`src/rtl/smc_pkg.sv`:
```
package smc_pkg;
  localparam int unsigned NUM_BANKS = 8;
  localparam int unsigned OFF_W     = 24;
  localparam int unsigned DATA_W    = 32;
  localparam int unsigned WAIT_W    = 5;
  localparam int unsigned IDLE_W    = 4;
  localparam logic [2:0]  BASE_SEL  = 3'b010;

  typedef enum logic [1:0] {
    ST_IDLE,
    ST_TURN,
    ST_ACC,
    ST_RESP
  } smc_state_e;

  // width code: 0 = 8 bit, 1 = 16 bit, 2/3 = 32 bit
  function automatic logic [1:0] last_beat(input logic [1:0] code);
    case (code)
      2'd0:    return 2'd3;
      2'd1:    return 2'd1;
      default: return 2'd0;
    endcase
  endfunction
endpackage

```
`src/rtl/smc_addr_dec.sv`:
```
module smc_addr_dec #(
  parameter int unsigned BANK_W = 3,
  parameter int unsigned OFF_W  = 24
) (
  input  logic [31:0]       addr_i,
  output logic              hit_o,
  output logic [BANK_W-1:0] bank_o,
  output logic [OFF_W-1:0]  off_o
);
  import smc_pkg::*;

  logic unused_mirror;

  assign hit_o         = (addr_i[31:29] == BASE_SEL);
  assign bank_o        = addr_i[26 +: BANK_W];
  assign off_o         = addr_i[OFF_W-1:0];
  assign unused_mirror = ^addr_i[25:24];
endmodule

```
`src/rtl/smc_cnt.sv`:
```
module smc_cnt #(
  parameter int unsigned W = 5
) (
  input  logic         clk_i,
  input  logic         rst_ni,
  input  logic         load_i,
  input  logic [W-1:0] load_val_i,
  input  logic         dec_i,
  output logic         zero_o
);
  logic [W-1:0] cnt_q;

  always_ff @(posedge clk_i or negedge rst_ni) begin
    if (!rst_ni)     cnt_q <= '0;
    else if (load_i) cnt_q <= load_val_i;
    else if (dec_i)  cnt_q <= cnt_q - 1'b1;
  end

  assign zero_o = (cnt_q == '0);


  cnt_dec_chk: assert property (@(posedge clk_i) disable iff (!rst_ni)
    (dec_i && !load_i) |-> !zero_o);
endmodule

```
`src/rtl/smc_lane.sv`:
```
module smc_lane #(
  parameter int unsigned DW = 32,
  parameter int unsigned BW = 2
) (
  input  logic          clk_i,
  input  logic          rst_ni,
  input  logic [1:0]    code_i,
  input  logic [BW-1:0] beat_i,
  input  logic [DW-1:0] wdata_i,
  input  logic          clr_i,
  input  logic          cap_i,
  input  logic [DW-1:0] rdata_i,
  output logic [DW-1:0] wlane_o,
  output logic [DW-1:0] rword_o
);
  localparam int unsigned SH_W = $clog2(DW);

  logic [SH_W-1:0] sh;
  logic [DW-1:0]   mask;
  logic [DW-1:0]   rword_q;

  always_comb begin
    case (code_i)
      2'd0: begin
        sh   = SH_W'({beat_i, 3'b000});
        mask = DW'(8'hff);
      end
      2'd1: begin
        sh   = SH_W'({beat_i, 4'b0000});
        mask = DW'(16'hffff);
      end
      default: begin
        sh   = '0;
        mask = '1;
      end
    endcase
  end

  assign wlane_o = wdata_i >> sh;

  always_ff @(posedge clk_i or negedge rst_ni) begin
    if (!rst_ni)     rword_q <= '0;
    else if (clr_i)  rword_q <= '0;
    else if (cap_i)  rword_q <= rword_q | ((rdata_i & mask) << sh);
  end

  assign rword_o = rword_q;
endmodule

```
`src/rtl/smc_bank_ctrl.sv`:
```
module smc_bank_ctrl
  import smc_pkg::*;
#(
  parameter int unsigned NB  = NUM_BANKS,
  parameter int unsigned AW  = OFF_W,
  parameter int unsigned DW  = DATA_W,
  parameter int unsigned WW  = WAIT_W,
  parameter int unsigned IW  = IDLE_W
) (
  input  logic           clk_i,
  input  logic           rst_ni,
  input  logic           req_i,
  input  logic           req_we_i,
  input  logic [31:0]    req_addr_i,
  input  logic [DW-1:0]  req_wdata_i,
  output logic           ready_o,
  output logic           rsp_valid_o,
  output logic           rsp_err_o,
  output logic [DW-1:0]  rsp_rdata_o,
  input  logic [NB-1:0]  cfg_cs_pol_i,
  input  logic [2*NB-1:0] cfg_width_i,
  input  logic [WW*NB-1:0] cfg_rd_wait_i,
  input  logic [WW*NB-1:0] cfg_wr_wait_i,
  input  logic [IW*NB-1:0] cfg_idle_i,
  input  logic [NB-1:0]  cfg_wp_i,
  output logic [NB-1:0]  mem_cs_o,
  output logic [AW-1:0]  mem_addr_o,
  output logic           mem_oe_no,
  output logic           mem_we_no,
  output logic [DW-1:0]  mem_wdata_o,
  input  logic [DW-1:0]  mem_rdata_i
);
  localparam int unsigned BANK_W = $clog2(NB);
  localparam int unsigned CNT_W  = (WW > IW) ? WW : IW;

  smc_state_e state_q;

  logic [BANK_W-1:0] bank_q, last_bank_q, d_bank;
  logic [AW-1:0]     off_q, d_off, beat_off;
  logic [DW-1:0]     wdata_q;
  logic [1:0]        beat_q, w_code;
  logic              we_q, err_q, last_vld_q, last_we_q;
  logic              d_hit, acc, rej, turn, cnt_zero, cnt_load, cnt_dec, beat_end;
  logic [CNT_W-1:0]  cnt_val;

  logic [WW-1:0] rd_w [NB];
  logic [WW-1:0] wr_w [NB];
  logic [IW-1:0] idl_w [NB];
  logic [1:0]    wid_w [NB];
  logic [NB-1:0] act;

  for (genvar g = 0; g < NB; g++) begin : g_bank
    assign rd_w[g]     = cfg_rd_wait_i[g*WW +: WW];
    assign wr_w[g]     = cfg_wr_wait_i[g*WW +: WW];
    assign idl_w[g]    = cfg_idle_i[g*IW +: IW];
    assign wid_w[g]    = cfg_width_i[g*2 +: 2];
    assign act[g]      = (state_q == ST_ACC) && (bank_q == BANK_W'(g));
    assign mem_cs_o[g] = act[g] ? cfg_cs_pol_i[g] : ~cfg_cs_pol_i[g];
  end

  smc_addr_dec #(.BANK_W(BANK_W), .OFF_W(AW)) u_dec (
    .addr_i (req_addr_i),
    .hit_o  (d_hit),
    .bank_o (d_bank),
    .off_o  (d_off)
  );

  assign ready_o  = (state_q == ST_IDLE);
  assign acc      = req_i && ready_o;
  assign rej      = !d_hit || (req_we_i && cfg_wp_i[d_bank]);
  assign turn     = last_vld_q && ((last_we_q != req_we_i) || (last_bank_q != d_bank));
  assign w_code   = wid_w[bank_q];
  assign beat_end = (state_q == ST_ACC) && cnt_zero;

  always_comb begin
    cnt_load = 1'b0;
    cnt_val  = '0;
    if (acc && !rej) begin
      cnt_load = 1'b1;
      if (turn)          cnt_val = CNT_W'(idl_w[last_bank_q]);
      else if (req_we_i) cnt_val = CNT_W'(wr_w[d_bank]);
      else               cnt_val = CNT_W'(rd_w[d_bank]);
    end else if ((state_q == ST_TURN && cnt_zero) ||
                 (beat_end && beat_q != last_beat(w_code))) begin
      cnt_load = 1'b1;
      cnt_val  = we_q ? CNT_W'(wr_w[bank_q]) : CNT_W'(rd_w[bank_q]);
    end
  end

  assign cnt_dec = (state_q == ST_TURN || state_q == ST_ACC) && !cnt_zero;

  smc_cnt #(.W(CNT_W)) u_cnt (
    .clk_i      (clk_i),
    .rst_ni     (rst_ni),
    .load_i     (cnt_load),
    .load_val_i (cnt_val),
    .dec_i      (cnt_dec),
    .zero_o     (cnt_zero)
  );

  always_ff @(posedge clk_i or negedge rst_ni) begin
    if (!rst_ni) begin
      state_q     <= ST_IDLE;
      bank_q      <= '0;
      off_q       <= '0;
      we_q        <= 1'b0;
      wdata_q     <= '0;
      beat_q      <= '0;
      err_q       <= 1'b0;
      last_vld_q  <= 1'b0;
      last_we_q   <= 1'b0;
      last_bank_q <= '0;
    end else begin
      unique case (state_q)
        ST_IDLE: if (acc) begin
          bank_q  <= d_bank;
          off_q   <= d_off;
          we_q    <= req_we_i;
          wdata_q <= req_wdata_i;
          beat_q  <= '0;
          err_q   <= rej;
          if (rej) begin
            state_q <= ST_RESP;
          end else begin
            last_vld_q  <= 1'b1;
            last_we_q   <= req_we_i;
            last_bank_q <= d_bank;
            state_q     <= turn ? ST_TURN : ST_ACC;
          end
        end
        ST_TURN: if (cnt_zero) state_q <= ST_ACC;
        ST_ACC: if (cnt_zero) begin
          if (beat_q == last_beat(w_code)) state_q <= ST_RESP;
          else                             beat_q  <= beat_q + 1'b1;
        end
        default: state_q <= ST_IDLE;
      endcase
    end
  end

  always_comb begin
    case (w_code)
      2'd0:    beat_off = AW'(beat_q);
      2'd1:    beat_off = AW'({beat_q, 1'b0});
      default: beat_off = '0;
    endcase
  end

  assign mem_addr_o  = off_q + beat_off;
  assign mem_oe_no   = !((state_q == ST_ACC) && !we_q);
  assign mem_we_no   = !((state_q == ST_ACC) && we_q);
  assign rsp_valid_o = (state_q == ST_RESP);
  assign rsp_err_o   = rsp_valid_o && err_q;

  smc_lane #(.DW(DW), .BW(2)) u_lane (
    .clk_i   (clk_i),
    .rst_ni  (rst_ni),
    .code_i  (w_code),
    .beat_i  (beat_q),
    .wdata_i (wdata_q),
    .clr_i   (acc),
    .cap_i   (beat_end && !we_q),
    .rdata_i (mem_rdata_i),
    .wlane_o (mem_wdata_o),
    .rword_o (rsp_rdata_o)
  );


  unmapped_err_chk: assert property (@(posedge clk_i) disable iff (!rst_ni)
    (req_i && ready_o && req_addr_i[31:29] != BASE_SEL) |=> (rsp_valid_o && rsp_err_o));

  strobe_cs_chk: assert property (@(posedge clk_i) disable iff (!rst_ni)
    (!mem_oe_no || !mem_we_no) |-> ($countones(~(mem_cs_o ^ cfg_cs_pol_i)) == 1));

  strobe_excl_chk: assert property (@(posedge clk_i) disable iff (!rst_ni)
    !(!mem_oe_no && !mem_we_no));

  wp_no_write_chk: assert property (@(posedge clk_i) disable iff (!rst_ni)
    !mem_we_no |-> !cfg_wp_i[bank_q]);

  rsp_pulse_chk: assert property (@(posedge clk_i) disable iff (!rst_ni)
    rsp_valid_o |=> (!rsp_valid_o && ready_o));
endmodule

```
`config.mk`:
```
export PLATFORM = sky130hd
export DESIGN_NAME = smc_bank_ctrl
export DESIGN_NICKNAME = d
export VERILOG_FILES = /design/src/rtl/smc_pkg.sv /design/src/rtl/smc_addr_dec.sv /design/src/rtl/smc_cnt.sv /design/src/rtl/smc_lane.sv /design/src/rtl/smc_bank_ctrl.sv
export SDC_FILE = /design/constraint.sdc
export NUM_CORES = 1
export LEC_CHECK = 0
export BUFFER_PORTS_ARGS = -buffer_cell sky130_fd_sc_hd__clkbuf_2
export CORE_UTILIZATION = 35
export CTS_BUF_LIST = sky130_fd_sc_hd__clkbuf_8 sky130_fd_sc_hd__clkbuf_16
export DETAILED_ROUTE_END_ITERATION = 10
export PLACE_DENSITY = 0.73
export SLEW_MARGIN = 20
export SYNTH_ARGS = -nofsm -noshare
export SYNTH_HDL_FRONTEND = slang
export SYNTH_HIERARCHICAL = 1
export SYNTH_SLANG_ARGS = --single-unit
```
`constraint.sdc`:
```
create_clock -name clk_i -period 5.9 [get_ports clk_i]
set_input_delay 1.18 -clock clk_i [delete_from_list [all_inputs] [get_ports clk_i]]
set_output_delay 1.18 -clock clk_i [all_outputs]
set_load 0.03 [all_outputs]
```
**Word-level counts from Yosys, hierarchy flattened**

Cells that the tools add are included.
Widths: inputs -> output; s select.

- Equality and inequality tests: 21
- Reductions and logical operators: 41
- Multiplexer cells: 57
- Bitwise logic cells: 14
- Shift-type cells: 2
- Add/subtract/negate cells: 3
- Order comparisons: 4

Operators with widths:

| cell | count |
|---|---|
| $mux 5 | 15 |
| $mux 32 | 2 |
| $pmux 32 s2 | 1 |
| $bmux 5 s3 | 4 |
| $and 32x32->32 | 1 |
| $or 32x32->32 | 1 |
| $shl 32x5->32 | 1 |
| $shr 32x5->32 | 1 |
| $mux 2 | 14 |
| $add 24x24->24 | 1 |
| $logic_and 1x1->1 | 20 |
| $bmux 4 s3 | 1 |
| $eq 3x3->1 const B | 4 |
| $ge 4x4->1 const B | 3 |
| $not 3->4 | 3 |
| $mux 1 | 11 |
| $pmux 5 s2 | 1 |
| $eq 3x2->1 const B | 3 |
| $not 1->1 | 9 |
| $mux 4 | 2 |
| $pmux 2 s2 | 2 |
| $reduce_and 4->1 | 2 |
| $bmux 2 s3 | 1 |
| $logic_not 1->1 | 6 |
| other kinds (22) | 33 |

- Bits of input ports: 244
- Register bits after elaboration: 107
- Word-level logic and storage cells: 154
- Output and inout port bits: 101

**Logic depth before layout (Yosys ltp)**

Gate-level depths: netlist (run 1).

- Depth after elaboration: 13
- Depth in mapped cells: 16
- Depth with buffers taken out: 13

**Modules after synthesis**

The synthesis (run 1) kept the hierarchy.

By module, submodules not included:

| module | sequential area each (µm²) | area each (µm²) | instances | cells each |
|---|---|---|---|---|
| smc_bank_ctrl | 1751.7 | 5444.0 | 1 | 415 |
| smc_lane | 800.8 | 2037.0 | 1 | 234 |
| smc_cnt | 125.1 | 287.8 | 1 | 28 |
| smc_addr_dec | 0.0 | 215.2 | 1 | 28 |

**Worst setup path after synthesis (run 1)**

No wires, ideal clock.

- Path kind: in2out
- Start point: input cfg_width_i[13]
- End point: output mem_addr_o[22]
- Data arrival time: 4.301 ns
- Buffers on the path: 1
- Required time: 4.720 ns
- Slack: 0.419 ns
- Stages: 13
- Path through: mux4_2 mux2_4 nor2_1 ha_1 a21oi_1 or2_2 fa_1 nor2b_1 o21a_1 and3_1 clkbuf_1 nand4_1 xnor2_1

- Cells in the longest elaborated chain, start to end: 6
- Elaborated cells on any way between the ends: 7
- Classes of those cells: add/sub (1); eq/ne (1); mux (4); reduce/logical (1)

Ends and longest elaborated chain:

| what | line | RTL |
|---|---|---|
| from (decl) | smc_bank_ctrl.sv:21 | `input logic [2*NB-1:0] cfg_width_i,` |
| $bmux 2 s3 * | smc_bank_ctrl.sv:72 | `assign w_code = wid_w[bank_q];` |
| $mux 2 (not written as such) * (2 in series) | smc_bank_ctrl.sv:72 |  |
| via w_code[1] | smc_bank_ctrl.sv:41 | `logic [1:0] beat_q, w_code;` |
| $eq 2x1->1 or $logic_not 2->1 (tied branches) | smc_bank_ctrl.sv:142 | `case (w_code)` |
| $pmux 3 s2 * | smc_bank_ctrl.sv:142 |  |
| $add 24x24->24 * | smc_bank_ctrl.sv:149 | `assign mem_addr_o = off_q + beat_off;` |
| to (decl) | smc_bank_ctrl.sv:27 | `output logic [AW-1:0] mem_addr_o,` |

The timed path passes the listed nets; every way through them passes the cells marked *. The select of a mux whose other input is x is not followed.

**Final worst setup path (run 1)**

- Start point: input cfg_width_i[13]
- End point: output mem_addr_o[13]

The elaborated chain is that of the path after synthesis.

==> results.md, run 1 <==
| Parameter | Value | Unit |
|:---|:---|:---|
| Final number of setup-violating endpoints | 0 | - |
| Leading area contributor after synthesis | sky130_fd_sc_hd__dfrtp_1 | - |
| CTS root buf | sky130_fd_sc_hd__clkbuf_16 | - |
| Tightest hold margin | 0.4942 | ns |
| TritonCTS clock tree | yes | - |
| Top cell types by occurrence after synthesis | 107 x sky130_fd_sc_hd__dfrtp_1, 61 x sky130_fd_sc_hd__mux2_2, 58 x sky130_fd_sc_hd__mux4_2 | - |
| Post-synthesis net count | 959 | - |
| Final standard cell count with taps included and fillers excluded | 1274 | - |
| Combinational group share of total power | 0.627 | - |
| Post-cts repair resize count | 0 | - |
| Largest fanout of any net on the critical path | 7 | - |
| Number of enable flip-flop cells after synthesis | 0 | - |
| Total power per unit cell area | 526.3 | mW/mm^2 |
| Average detailed-routed wire length per instance | 18.12 | um |
| Time the worst path needs with I/O delays and setup | 5.540 | ns |
| Top cells by area, synth | sky130_fd_sc_hd__dfrtp_1 34%, sky130_fd_sc_hd__mux4_2 16%, sky130_fd_sc_hd__mux2_2 8.6%, sky130_fd_sc_hd__mux2i_1 4.3%, sky130_fd_sc_hd__buf_4 2.8% | - |
| NumNets Final | 1240 | - |
| Predominant post-synthesis flop cell | sky130_fd_sc_hd__dfrtp_1 | - |
| Sequential share of the synthesized area | 0.3354 | - |
| Global-route wire length before repair | 37280 | um |
| Number of iterations in the first detailed-routing pass | 4 | - |
| Count of endpoints failing hold in the final timing report | 0 | - |
| Final design instance area without fill | 0.009945 | mm^2 |
| Ports placed on the boundary | 345 | - |
| Die area | 0.02342 | mm^2 |
| Core ar. | 0.02209 | mm^2 |
| Leftover overflow at the end of global routing | 0 | - |
| Tcrit/Tclk final | 0.9389 | - |
| Initial detailed-routing violation count | 346 | - |
| Number of placement rows | 54 | - |
| Maximum number of pins on one net before global-route repair | 56 | - |
| Vias | 6820 | - |
| Element type at the critical path end | output port | - |
| Class of the worst hold path | reg2reg | - |
| Critical Path Slowest Stage Cell | sky130_fd_sc_hd__mux4_2 | - |
| Drc violations | 0 | - |
| Clock-pin transition on the worst setup and hold timing paths | 0.07 | ns |
| Share of total power in the clock network | 0.121 | - |
| Via count normalized by instance count | 5.353 | - |
| Post-route ant nets | 0 | - |
| Clock sink count | 107 | - |
| CP cell instances | clkbuf_2 -> mux4_2 -> mux2_4 -> nor2_1 -> ha_1 -> a21oi_1 -> or2_2 -> inv_1 -> ha_1 -> a21o_1 -> a21oi_1 -> and4b_1 -> and3_1 -> xor2_1 -> clkbuf_2 | - |
| Flip-flop and latch count after synthesis | 107 | - |
| Starting density of the core | 0.3614 | - |
| Peak supply drop | 229.6 | uV |
| Unrepaired setup endpoints after global routing | false | - |
| Number of antenna violations at the first check in global routing | 3 | - |
| Tightest slew margin relative to the limit | 0.4342 | - |
| Post-Synthesis Cells | 705 | - |
| Run status | completed | - |
| Aggregate negative setup slack | 0 | ns |
| Total detailed-routing wirelength | 23080 | um |
| Maximum single-stage delay on the critical path | 0.45 | ns |
| Synth Area per Inst | 11.32 | um^2 |
| Detailed-placement wirelength estimate | 18370 | um |
| Cell internal power dissipation | 2.695 | mW |
| Post-layout power | 5.234 | mW |
| Proportion of netlist area held by the largest area contributor | 0.3354 | - |
| Synth Warn # | 6 | - |
| Post-Syn Area | 0.007984 | mm^2 |
| Switching share of power | 0.4851 | - |
| Max-slew violation total from the final report | 0 | - |
| Sequential share of power | 0.251 | - |
| Clock skew | 0.009151 | ns |
| Switching power | 2.539 | mW |
| Post-cts hold buffer count | 0 | - |
| Proportion of register bits with asynchronous set or reset after synthesis | 1.000 | - |
| RePlAce Congestion | 0.9338 | - |
| DIE WIDTH | 153.0 | um |
| Ratio of cells with drive above 1 in the final layout | 0.5146 | - |
| Startpoint kind of the worst setup timing path | primary input | - |
| Crit path kind | in2out | - |
| Number of global-route vias before repair | 7171 | - |
| Transition time of the tightest slew-check pin | 0.8488 | ns |
| Number of buffers added on ports | 342 | - |
| H-tree levels | 3 | - |
| Total global routing track utilization | 0.2010 | - |
| Clk_lat worst skew | 0.36 | ns |
| Maximum number of buffers from clock root to sink | 2 | - |
| Count of distinct cell types in the synthesized netlist | 64 | - |
| Arrival @ worst endpoint | 4.36 | ns |
| Post-CTS repair timing setup buffer count | 0 | - |
| Synth-to-layout area growth | 24.56 | % |
| Fmax | 180.5 | MHz |
| Die Height | 153.0 | um |
| Inserted Clock Buffers | 9 | - |
| Top-count cell post-synth | sky130_fd_sc_hd__dfrtp_1 | - |
| Standby leakage power | 4.633 | nW |
| Maxcap violations | 0 | - |
| Total instance count after detailed placement | 1255 | - |
| Area post-placement | 0.009627 | mm^2 |
| Required time at the worst-slack endpoint | 4.72 | ns |
layer usage:
layer / wire (um) / vias to the layer above / track usage
li1: - / 3172 / -
met2: 11740 / 303 / 0.3562
met1: 9294 / 3296 / 0.2349
met5: 0 / - / 0
met4: 813 / 0 / 0.09476
met3: 1238 / 49 / 0.03572
power by group through the flow:
stage                     clock [mW]  combinational (mW)  sequential [mW]
after floorplan                    0                2.57             1.23
after CTS                      0.662                3.33             1.32
final                          0.635                3.28             1.32
after detailed placement           0                3.32             1.33
after global placement             0                3.27             1.31
after global routing           0.686                3.56             1.37
logic make-up after synthesis:
group | synth area share
compound gates | 0.09293
xor+xnor | 0.04278
fa+ha+maj | 0.01661
buf+inv | 0.07664
flops | 0.3354
mux | 0.3238
simple gates | 0.1119
layout by cell type, fill, tap and decap left out, types with 4 or more instances in the layout:
master	Yosys	final
sky130_fd_sc_hd__nor2_1	40	38
sky130_fd_sc_hd__nand3_1	7	7
sky130_fd_sc_hd__a21oi_1	15	15
sky130_fd_sc_hd__nor3_1	12	12
sky130_fd_sc_hd__dfrtp_1	107	107
sky130_fd_sc_hd__mux4_2	58	58
sky130_fd_sc_hd__buf_4	30	12
sky130_fd_sc_hd__and2_1	13	12
sky130_fd_sc_hd__xor2_1	14	14
sky130_fd_sc_hd__o2bb2ai_1	8	8
sky130_fd_sc_hd__o22ai_1	8	8
sky130_fd_sc_hd__ha_1	9	9
sky130_fd_sc_hd__clkbuf_2	0	341
sky130_fd_sc_hd__a221oi_1	8	8
sky130_fd_sc_hd__o32ai_1	4	4
sky130_fd_sc_hd__nand2b_1	8	8
sky130_fd_sc_hd__clkbuf_16	0	9
sky130_fd_sc_hd__mux4_1	5	5
sky130_fd_sc_hd__xnor2_1	25	25
sky130_fd_sc_hd__a211oi_1	4	4
sky130_fd_sc_hd__inv_1	19	19
sky130_fd_sc_hd__mux2_1	4	4
sky130_fd_sc_hd__o211ai_1	4	4
sky130_fd_sc_hd__nand2_1	49	49
sky130_fd_sc_hd__o21ai_0	25	25
sky130_fd_sc_hd__a31oi_1	16	16
sky130_fd_sc_hd__mux2_2	61	61
sky130_fd_sc_hd__mux2i_1	34	34
sky130_fd_sc_hd__nor2b_1	9	9
sky130_fd_sc_hd__nand4_1	10	10
cell type report:
cell class,instances,area [um^2]
clock buffer,9,225.2
tap,280,350.3
sequential,107,2678
clock inverter,7,85.08
multi-input combinational,494,4707
fill,2079,12150
inverter,20,75.07
antenna,3,7.507
timing repair buffer,354,1817
worst max-delay path: cells and delay by family:
kind | cells | cell delay [ns]
simple gates | 4 | 1.01
mux | 2 | 0.76
compound gates | 3 | 0.52
buf+inv | 3 | 0.38
fa+ha+maj | 2 | 0.38
xor+xnor | 1 | 0.12
final timing paths:
path | startpoint | endpoint | slack (ns) | depth (start not counted)
min in group asynchronous | rst_ni | wdata_q[28]$_DFFE_PN0P_ | 0.83 | 1
hold reg to reg | err_q$_DFFE_PN0P_ | err_q$_DFFE_PN0P_ | 0.49 | 1
setup / recovery | cfg_width_i[13] | mem_addr_o[13] | 0.36 | 15
max in group asynchronous | rst_ni | wdata_q[6]$_DFFE_PN0P_ | 3.85 | 2
hold / removal | err_q$_DFFE_PN0P_ | err_q$_DFFE_PN0P_ | 0.49 | 1
setup reg to reg | bank_q[2]$_DFFE_PN0P_ | u_cnt/cnt_q[3]$_DFFE_PN0P_ | 2.74 | 8
registers in the layout (all words and copies together), names as in the netlist:
name and flops:
state_q 2, err_q 1, u_lane/rword_o 32, u_cnt/cnt_q 5, last_bank_q 3, we_q 1, last_we_q 1, bank_q 3
wdata_q 32, last_vld_q 1, off_q 24, beat_q 2
through the flow:
step	utilization	worst slack, ns
2_1_floorplan	-	0.4194
3_3_place_gp	0.4357	0.3840
3_5_place_dp	0.4357	0.3256
4_1_cts	0.4498	0.3263
5_1_grt	0.4501	0.09473
6_report	0.4501	0.3605
Note: power is estimated with default switching activity, not from simulation.
==> inputs of run 2 (changes only) <==
--- a/config.mk
+++ b/config.mk
@@ -6,10 +6,11 @@
 export NUM_CORES = 1
 export LEC_CHECK = 0
 export BUFFER_PORTS_ARGS = -buffer_cell sky130_fd_sc_hd__clkbuf_2
-export CORE_UTILIZATION = 35
+export CORE_AREA = 2 2 135 137
 export CTS_BUF_LIST = sky130_fd_sc_hd__clkbuf_8 sky130_fd_sc_hd__clkbuf_16
 export DETAILED_ROUTE_END_ITERATION = 10
-export PLACE_DENSITY = 0.73
+export DIE_AREA = 0 0 137 139
+export PLACE_DENSITY = 0.88
 export SLEW_MARGIN = 20
 export SYNTH_ARGS = -nofsm -noshare
 export SYNTH_HDL_FRONTEND = slang
==> run 2 against run 1 <==
Against the previous run:
- maximum frequency fell by 0.27%
- worst hold slack lost 0.0068 ns
- global-route usage up 4.5 points
- cell area down 0.63%
- register-to-register slack gained 0.03 ns
- utilization up 11 points
- clock skew rose by 0.0010 ns
- sequential share of layout area grew 0.17 points
- critical path type unchanged
- largest cell class unchanged
==> results.md, run 2 (synthesized netlist as in run 1, its figures left out) <==
| Parameter | Value | Unit | vs previous |
|:---|:---|:---|:---|
| Final design instance area without fill | 0.009882 | mm^2 | was 0.009945 mm^2 |
| Number of global-route vias before repair | 7036 | - | was 7171 |
| Number of placement rows | 49 | - | was 54 |
| Post-CTS repair timing setup buffer count | 0 | - | unchanged |
| DIE WIDTH | 137 | um | was 153.0 um |
| Logic depth of the worst register-to-register path | 7 | - | was 8 |
| Area post-placement | 0.009548 | mm^2 | was 0.009627 mm^2 |
| Number of antenna violations at the first check in global routing | 6 | - | was 3 |
| Aggregate negative setup slack | 0 | ns | unchanged |
| Ports placed on the boundary | 345 | - | unchanged |
| Element type at the critical path end | output port | - | unchanged |
| Largest fanout of any net on the critical path | 36 | - | was 7 |
| Tcrit/Tclk final | 0.9414 | - | was 0.9389 |
| Arrival @ worst endpoint | 4.37 | ns | was 4.36 ns |
| Average detailed-routed wire length per instance | 19.87 | um | was 18.12 um |
| Most common library cell in the layout ignoring fill and taps | sky130_fd_sc_hd__clkbuf_2 | - | unchanged |
| Switching share of power | 0.4894 | - | was 0.4851 |
| Ratio of cells with drive above 1 in the final layout | 0.5136 | - | was 0.5146 |
| Filler instances | 1480 | - | was 2079 |
| Class of the worst hold path | reg2reg | - | unchanged |
| Final number of setup-violating endpoints | 0 | - | unchanged |
| Reg-to-reg endpoint | u_cnt/cnt_q[3]$_DFFE_PN0P_ | - | unchanged |
| NumNets Final | 1240 | - | unchanged |
| Launch point of the worst hold path | err_q$_DFFE_PN0P_ | - | unchanged |
| Run status | completed | - | unchanged |
| Tightest slew margin relative to the limit | 0.4350 | - | was 0.4342 |
| Vias | 7032 | - | was 6820 |
| Post-cts hold buffer count | 0 | - | unchanged |
| Detailed-placement wirelength estimate | 18940 | um | was 18370 um |
| Worst-case setup margin in the final layout | 0.3457 | ns | was 0.3605 ns |
| Unrepaired setup endpoints after global routing | false | - | unchanged |
| Initial detailed-routing violation count | 364 | - | was 346 |
| Synth-to-layout area growth | 23.77 | % | was 24.56% |
| Leftover overflow at the end of global routing | 0 | - | unchanged |
| Fmax | 180.0 | MHz | was 180.5 MHz |
| Post-route ant nets | 0 | - | unchanged |
| Maximum number of buffers from clock root to sink | 2 | - | unchanged |
| Clk_lat worst skew | 0.36 | ns | about the same |
| Transition time of the tightest slew-check pin | 0.8475 | ns | was 0.8488 ns |
| Crit path kind | in2out | - | unchanged |
| TritonCTS clock tree | yes | - | unchanged |
| Max-slew violation total from the final report | 0 | - | unchanged |
| Number of buffers added on ports | 342 | - | unchanged |
| Share of total power in the clock network | 0.122 | - | was 0.121 |
| Combinational group share of total power | 0.626 | - | was 0.627 |
| CTS root buf | sky130_fd_sc_hd__clkbuf_16 | - | unchanged |
| H-tree levels | 3 | - | unchanged |
| Maxcap violations | 0 | - | unchanged |
| Commonest cells after routing, fill and taps aside | 341 x sky130_fd_sc_hd__clkbuf_2, 107 x sky130_fd_sc_hd__dfrtp_1, 61 x sky130_fd_sc_hd__mux2_2, 58 x sky130_fd_sc_hd__mux4_2, 49 x sky130_fd_sc_hd__nand2_1 | - | unchanged |
| Worst hold endpoint | err_q$_DFFE_PN0P_ | - | unchanged |
| Peak supply drop | 382.0 | uV | was 229.6 uV |
| Switching power | 2.580 | mW | was 2.539 mW |
| Worst setup slack for register-to-register paths | 2.77 | ns | was 2.74 ns |
| Clock-pin transition on the worst setup and hold timing paths | 0.08 | ns | was 0.07 ns |
| Global-route wire length before repair | 36220 | um | was 37280 um |
| Startpoint kind of the worst setup timing path | primary input | - | unchanged |
| Count of endpoints failing hold in the final timing report | 0 | - | unchanged |
| Number of iterations in the first detailed-routing pass | 4 | - | unchanged |
| Time the worst path needs with I/O delays and setup | 5.554 | ns | was 5.540 ns |
| Core ar. | 0.01766 | mm^2 | was 0.02209 mm^2 |
| RePlAce Congestion | 0.9154 | - | was 0.9338 |
| Total power per unit cell area | 533.4 | mW/mm^2 | was 526.3 mW/mm^2 |
| Pre-CTS worst setup slack | 0.3621 | ns | was 0.3256 ns |
| Worst hold path depth | 1 | - | unchanged |
| Standby leakage power | 4.632 | nW | was 4.633 nW |
| Cell internal power dissipation | 2.692 | mW | was 2.695 mW |
| Inserted Clock Buffers | 9 | - | unchanged |
| Sequential share of power | 0.251 | - | about the same |
| Total detailed-routing wirelength | 24380 | um | was 23080 um |
| Total global routing track utilization | 0.2460 | - | was 0.2010 |
| Die Height | 139 | um | was 153.0 um |
| Maximum number of pins on one net before global-route repair | 60 | - | was 56 |
| Die area | 0.01904 | mm^2 | was 0.02342 mm^2 |
| Clock skew | 0.01017 | ns | was 0.009151 ns |
| Drc violations | 0 | - | unchanged |
| Post-cts repair resize count | 0 | - | unchanged |
| Required time at the worst-slack endpoint | 4.72 | ns | about the same |
| Clock sink count | 107 | - | unchanged |
| Startpoint of the lowest-slack register-to-register path | bank_q[2]$_DFFE_PN0P_ | - | unchanged |
| Starting density of the core | 0.4522 | - | was 0.3614 |
| Via count normalized by instance count | 5.731 | - | was 5.353 |
[run 2: cell count changes in the layout (fill, tap and decap cells not counted)]
cell / delta
sky130_fd_sc_hd__clkinv_2: -1
sky130_fd_sc_hd__diode_2: +4
sky130_fd_sc_hd__inv_6: -1
sky130_fd_sc_hd__clkinv_4: +1
sky130_fd_sc_hd__nor2_1: +1
sky130_fd_sc_hd__nor2_2: -1
sky130_fd_sc_hd__buf_12: -1
sky130_fd_sc_hd__buf_4: +1
sky130_fd_sc_hd__inv_8: +1
[run 2: per-stage QoR]
stage,util,hold WS [ns],instances,power [mW]
after floorplan,-,0.4566,705,3.804
after global placement,0.5407,0.4696,1204,4.539
after detailed placement,0.5407,0.4743,1204,4.631
after CTS,0.5587,0.4927,1220,5.289
after global routing,0.5597,0.5165,1227,5.585
final,0.5597,0.4873,1227,5.271
[run 2: layout make-up]
cell class	count	area, um^2	area share
Clock inverter	7	91.34	0.009243
Tap cell	229	286.5	0.02899
Timing Repair Buffer	354	1804	0.1826
Sequential cell	107	2678	0.2710
Multi-Input combinational cell	494	4705	0.4761
Antenna cell	7	17.52	0.001773
Inverter	20	75.07	0.007597
Clock buffer	9	225.2	0.02279
[run 2: power by group through the flow]
| stage | clock (mW) | sequential (mW) | combinational [mW] |
|---|---|---|---|
| after global placement | 0 | 1.31 | 3.22 |
| after detailed placement | 0 | 1.34 | 3.30 |
| after floorplan | 0 | 1.23 | 2.57 |
| after global routing | 0.689 | 1.37 | 3.53 |
| after CTS | 0.665 | 1.32 | 3.30 |
| final | 0.645 | 1.33 | 3.30 |
[run 2: worst max path at each step]
| stage | from | to | slack, ns |
|---|---|---|---|
| 2_1_floorplan | cfg_width_i[13] | mem_addr_o[22] | 0.42 |
| 3_3_place_gp | cfg_width_i[13] | mem_addr_o[13] | 0.40 |
| 3_5_place_dp | cfg_width_i[5] | mem_addr_o[13] | 0.36 |
| 4_1_cts | cfg_width_i[5] | mem_addr_o[22] | 0.34 |
| 5_1_grt | cfg_width_i[5] | mem_addr_o[22] | 0.20 |
| 6_report | cfg_width_i[5] | mem_addr_o[13] | 0.35 |
[run 2: metal layers]
| metal | global-route usage | wire length, um |
|---|---|---|
| met2 | 0.4347 | 12600 |
| met1 | 0.2678 | 8854 |
| met4 | 0.1465 | 1157 |
| met5 | 0 | 0 |
| met3 | 0.05044 | 1763 |
[run 2: worst max-delay path: stages]
cell and delay, ns:
sky130_fd_sc_hd__clkbuf_2 0.09, sky130_fd_sc_hd__mux4_2 0.45, sky130_fd_sc_hd__mux2_4 0.30, sky130_fd_sc_hd__buf_4 0.27
sky130_fd_sc_hd__or2_2 0.38, sky130_fd_sc_hd__inv_1 0.06, sky130_fd_sc_hd__ha_1 0.21, sky130_fd_sc_hd__a21o_1 0.18
sky130_fd_sc_hd__a21oi_1 0.28, sky130_fd_sc_hd__and4b_1 0.34, sky130_fd_sc_hd__and3_1 0.23, sky130_fd_sc_hd__xor2_1 0.15
sky130_fd_sc_hd__clkbuf_2 0.23
